==> src/rtl/hb_pkg.sv <==
package hb_pkg;

  // Leg control states; a drive is on only in LEG_HI or LEG_LO.
  typedef enum logic [1:0] {
    LEG_ARM = 2'd0,  // both off, guard length not yet captured
    LEG_GAP = 2'd1,  // both off, guard counting
    LEG_HI  = 2'd2,  // high-side switch conducting
    LEG_LO  = 2'd3   // low-side switch conducting
  } leg_state_t;

endpackage

==> src/rtl/hb_rst_sync.sv <==
module hb_rst_sync #(
  parameter int STAGES = 2
) (
  input  logic clk,
  input  logic arst_n,
  output logic srst_n
);

  generate
    if (STAGES <= 1) begin : g_single
      logic stage_q;
      always_ff @(posedge clk or negedge arst_n) begin
        if (!arst_n) stage_q <= 1'b0;
        else         stage_q <= 1'b1;
      end
      assign srst_n = stage_q;
    end else begin : g_chain
      logic [STAGES-1:0] chain_q;
      always_ff @(posedge clk or negedge arst_n) begin
        if (!arst_n) chain_q <= '0;
        else         chain_q <= {chain_q[STAGES-2:0], 1'b1};
      end
      assign srst_n = chain_q[STAGES-1];
    end
  endgenerate

endmodule

==> src/rtl/hb_gap_timer.sv <==
module hb_gap_timer #(
  parameter int DT_W = 8
) (
  input  logic            clk,
  input  logic            rst_n,
  input  logic            load_i,
  input  logic [DT_W-1:0] gap_i,
  output logic            expired_o
);

  localparam logic [DT_W-1:0] ONE_TICK = DT_W'(1);

  logic [DT_W-1:0] cnt_q;
  logic [DT_W-1:0] cnt_d;
  logic [DT_W-1:0] gap_eff;
  logic            cnt_en;

  // Next-state: a zero request is raised to one tick; load holds D-1
  // so that the turn-on lands on the D-th edge after the load edge.
  always_comb begin
    gap_eff = (gap_i == '0) ? ONE_TICK : gap_i;
    cnt_en  = load_i | (cnt_q != '0);
    cnt_d   = cnt_q;
    if (load_i)             cnt_d = gap_eff - ONE_TICK;
    else if (cnt_q != '0)   cnt_d = cnt_q - ONE_TICK;
  end

  always_ff @(posedge clk or negedge rst_n) begin
    if (!rst_n)      cnt_q <= '0;
    else if (cnt_en) cnt_q <= cnt_d;
  end

  assign expired_o = (cnt_q == '0);

endmodule

==> src/rtl/hb_leg_fsm.sv <==
module hb_leg_fsm
  import hb_pkg::*;
(
  input  logic clk,
  input  logic rst_n,
  input  logic cmd_i,
  input  logic expired_i,
  output logic load_o,
  output logic hi_o,
  output logic lo_o
);

  leg_state_t st_q;
  leg_state_t st_d;

  // Next-state: any release goes through LEG_GAP and captures the guard.
  always_comb begin
    st_d   = st_q;
    load_o = 1'b0;
    unique case (st_q)
      LEG_ARM: begin
        load_o = 1'b1;
        st_d   = LEG_GAP;
      end
      LEG_GAP: begin
        if (expired_i) st_d = cmd_i ? LEG_HI : LEG_LO;
      end
      LEG_HI: begin
        if (!cmd_i) begin
          load_o = 1'b1;
          st_d   = LEG_GAP;
        end
      end
      LEG_LO: begin
        if (cmd_i) begin
          load_o = 1'b1;
          st_d   = LEG_GAP;
        end
      end
      default: st_d = LEG_ARM;
    endcase
  end

  always_ff @(posedge clk or negedge rst_n) begin
    if (!rst_n) st_q <= LEG_ARM;
    else        st_q <= st_d;
  end

  assign hi_o = (st_q == LEG_HI);
  assign lo_o = (st_q == LEG_LO);

endmodule

==> src/rtl/halfbridge_deadband.sv <==
module halfbridge_deadband #(
  parameter int DT_W        = 8,
  parameter int SYNC_STAGES = 2
) (
  input  logic            clk,
  input  logic            rst_n,
  input  logic            pwm_cmd,
  input  logic [DT_W-1:0] dead_ticks,
  output logic            gate_hi,
  output logic            gate_lo
);

  logic core_rst_n;
  logic guard_load;
  logic guard_done;

  hb_rst_sync #(.STAGES(SYNC_STAGES)) u_rst (
    .clk    (clk),
    .arst_n (rst_n),
    .srst_n (core_rst_n)
  );

  hb_gap_timer #(.DT_W(DT_W)) u_timer (
    .clk       (clk),
    .rst_n     (core_rst_n),
    .load_i    (guard_load),
    .gap_i     (dead_ticks),
    .expired_o (guard_done)
  );

  hb_leg_fsm u_fsm (
    .clk       (clk),
    .rst_n     (core_rst_n),
    .cmd_i     (pwm_cmd),
    .expired_i (guard_done),
    .load_o    (guard_load),
    .hi_o      (gate_hi),
    .lo_o      (gate_lo)
  );

endmodule

==> config.mk <==
export PLATFORM = sky130hd
export DESIGN_NAME = halfbridge_deadband
export DESIGN_NICKNAME = d
export VERILOG_FILES = /design/src/rtl/hb_pkg.sv /design/src/rtl/hb_rst_sync.sv /design/src/rtl/hb_gap_timer.sv /design/src/rtl/hb_leg_fsm.sv /design/src/rtl/halfbridge_deadband.sv
export SDC_FILE = /design/constraint.sdc
export NUM_CORES = 1
export LEC_CHECK = 0
export BUFFER_PORTS_ARGS = -buffer_cell sky130_fd_sc_hd__clkbuf_2
export CORE_ASPECT_RATIO = 1.2
export CORE_UTILIZATION = 35
export CTS_BUF_LIST = sky130_fd_sc_hd__clkbuf_4 sky130_fd_sc_hd__clkbuf_8
export DETAILED_ROUTE_END_ITERATION = 8
export GPL_ROUTABILITY_DRIVEN = 1
export MAX_ROUTING_LAYER = met4
export SLEW_MARGIN = 40
export SYNTH_ARGS = -nofsm -noshare
export SYNTH_HDL_FRONTEND = slang
export SYNTH_HIERARCHICAL = 1
export SYNTH_SLANG_ARGS = --single-unit
==> constraint.sdc <==
create_clock -name clk -period 1.2 [get_ports clk]
set_input_delay 0 -clock clk [delete_from_list [all_inputs] [get_ports clk]]
set_output_delay 0 -clock clk [all_outputs]
set_load 0.02 [all_outputs]
==> run metrics <==
GR met2 Demand/Resource=0.341; Slew Limit Fails=0; placed instance area=roughly 1100 sq um; GP Congestion=0.866; mux cell area share after synthesis=0.0797; area leader, netlist=dfrtp_1; Post-Synth XOR/XNOR Area=0.0670; Worst Setup Start Kind=flip-flop; GRT Residual Overflow=0; Total GRT Usage=0.193; Final Hold Viols=0; Clk Latency, worst-skew pair=0.27 ns; 1st-iter DRT viols=7; Area growth syn-to-layout=59.0%; first-pass GRT wire length=roughly 3200 microns; Power Dens Cells=about 1800 nW/um^2; Initial Utilization=0.375; failing checks=negative setup slack; Final ANT Viol Nets=0; Tmin final=~2.0 ns; pre-CTS setup slack=-0.779 ns; fin crit share=1.63; Die X=roughly 45 microns; CP max stage cell=dfrtp_1; Design Area, Final=between 1000 and 1500 sq um; final setup margin=-0.759 ns; VDD IR max=about 1.1 mV; fmax=between 500 and 600 MHz; IO Pins=13; Placed Instances=between 100 and 150; TritonRoute pass-1 iters=4; Final #Nets=approximately 140; Max-cap violations=0; count of input and output buffers=12; final cell count without fillers=roughly 150; Crit. End Element=flip-flop; drt wl/cell=about 13 microns; Max FO, Critical Path=5; Syn Area/Cell=just under 10 sq um; register bit total from synthesis=12; Max stage delay on crit path=around 0.4 ns; top-area cell type share of the netlist area=0.383; hpwl dp=1500 microns; total CTS buffers=3; met1 GRT Util=0.227; sequential area share after synthesis=0.383; adder-cell share of the synthesized area=0.0159; simple-gate portion of the synthesized area=0.287; Leakage=0.521 nW; Final Skew=around 0.0076 ns; CORE AREA=around 2100 sq um; Worst-path clk slew=approximately 0.090 ns; Setup TNS=-4.09 ns; instance count of the mapped netlist=80; share of cells above drive strength 1=0.545; GR Layer Usage met3=0.0201; row count=18; clock tree sinks=12; CTS tree=yes; routed vias=approximately 760; hold crit path type=in -> reg; Synth Area in Compound Gates=0.137; clk root buf=clkbuf_4; RSZ-0062 raised after global routing=yes; Mapped Nets=about 90; final setup fails=10; Yosys cell types=38; ANT cells=0; GRT busiest layer=met2; top post-synthesis cells by area=dfrtp_1, mux2i_1, a22o_1; clock buffer depth=2; DRC Markers=0; Synth Cell Area=roughly 780 sq um; Via density=between 4 and 5; Die ar.=2440 sq um; Layout Utilization=0.596; vias in the first global route=738; status=finished with violations; final wirelength=roughly 2000 microns; worst path cell trace=nand2_2, xor2_4, mux2_4, a21oi_4, ha_4, nand2b_1, nor4_2, xnor2_1, mux2i_1; largest net degree at the start of global routing=12; critical path required time=1.37 ns; Max H-tree Level=1; synth warn=6; antenna violations before repair=0; arrival time at the worst endpoint=2.12 ns; WS Path Type=reg -> reg; Die Height=around 54 microns; largest family of logic cells by synthesized area=simple AND/OR/NAND/NOR gates
## synthesized netlist by cell type (all sizes together)
library cell and instances:
a21oi 5, dfrtp 12, nand4 1, a211oi 1, clkinv 1, o21ai 4, conb 1, or4 1
xnor2 3, nor3b 2, nor2b 2, nand2 5, nand3 2, o21bai 1, nand2b 3, a22o 3
nor4 6, mux2i 4, buf 2, ha 1, inv 1, nor3 4, o21a 1, nor4b 1
xor2 3, nor2 5, mux2 2, a31oi 1, and2 1, nand4b 1
## cell type report
class / instances / area (sq um)
Clock buffer: 4 / 36.3
Sequential cell: 12 / 303
Multi-Input combinational cell: 64 / 558
Timing Repair Buffer: 41 / 304
Fill cell: 189 / 847
Inverter: 2 / 8.76
Tap cell: 30 / 37.5
## state kept, by name (all words and copies together), names as in the netlist
signal,flops
u_fsm/st_q,2
u_rst/g_chain.chain_q,2
u_timer/cnt_q,8
## per-stage QoR
step / hold slack [ns] / power, W
5_1_grt: 0.0193 / 0.00238
4_1_cts: 0.0137 / 0.00221
6_report: 0.0208 / 0.00220
3_5_place_dp: -0.211 / 0.00180
2_1_floorplan: -0.296 / 0.00136
3_3_place_gp: -0.214 / 0.00178
## metal layers
layer	wire length, microns	up-vias
met5	0	-
met4	0	0
met3	32	0
met2	1120	6
met1	835	374
li1	-	381
## worst paths after layout
check / slack [ns] / cells after the start / start / endpoint
max reg2reg: -0.76 / 9 / u_fsm/st_q[1]$_DFFE_PN0P_ / u_timer/cnt_q[6]$_DFFE_PN0P_
max in group asynchronous: 0.73 / 0 / u_rst/g_chain.chain_q[1]$_DFF_PN0_ / u_timer/cnt_q[2]$_DFFE_PN0P_
min: 0.02 / 3 / pwm_cmd / u_fsm/st_q[0]$_DFFE_PN0P_
min reg2reg: 0.16 / 0 / u_rst/g_chain.chain_q[1]$_DFF_PN0_ / u_timer/cnt_q[1]$_DFFE_PN0P_
min in group asynchronous: 0.04 / 2 / rst_n / u_rst/g_chain.chain_q[0]$_DFF_PN0_
max: -0.76 / 9 / u_fsm/st_q[1]$_DFFE_PN0P_ / u_timer/cnt_q[6]$_DFFE_PN0P_
## critical path, delay by kind of cell (launching register included)
| kind | cells | cell delay (ns) |
|---|---|---|
| and+or+nand+nor | 3 | 0.38 |
| AOI/OAI and AO/OA | 1 | 0.15 |
| muxes | 2 | 0.41 |
| adders and majority gates | 1 | 0.17 |
| DFF | 1 | 0.40 |
| xor gates and xnor gates | 2 | 0.34 |
## cell usage in the layout, fill, tap and decap left out, types with 2 or more instances in the layout
cell type	instances
a21oi_1	3
a22o_1	3
buf_4	26
buf_6	3
clkbuf_2	10
clkbuf_4	3
dfrtp_1	10
dfrtp_2	2
mux2i_1	3
nand2_1	3
nand2_2	2
nand2b_1	3
nand3_1	2
nor2_1	5
nor3_1	4
nor4_1	3
nor4_4	2
o21ai_1	2
xnor2_1	3
xor2_1	2
## report_power, final
| group | internal [W] | switching, W |
|---|---|---|
| combinational | 0.000644 | 0.000454 |
| clock | 0.000184 | 0.000144 |
| sequential | 0.000560 | 0.000212 |
| total | 0.00139 | 0.000810 |
## kinds of logic after synthesis
family	after synthesis
AND/OR/NAND/NOR	34
adder cells (fa/ha/maj)	1
AO/OA/AOI/OAI	16
multiplexers	6
other	1
flip-flops	12
XOR/XNOR	6
buffers and inverters	4
## repair_timing
| item | CTS | global route |
|---|---|---|
| hold buffers | 1 | 0 |
| setup endpoints to repair | 10 | 12 |
| gates resized for setup | 11 | 6 |
| endpoints found under the hold margin | 2 | 0 |
| setup buffers | 2 | 0 |
| pin swaps | 6 | 0 |
Power figures use the tool's default switching activity.
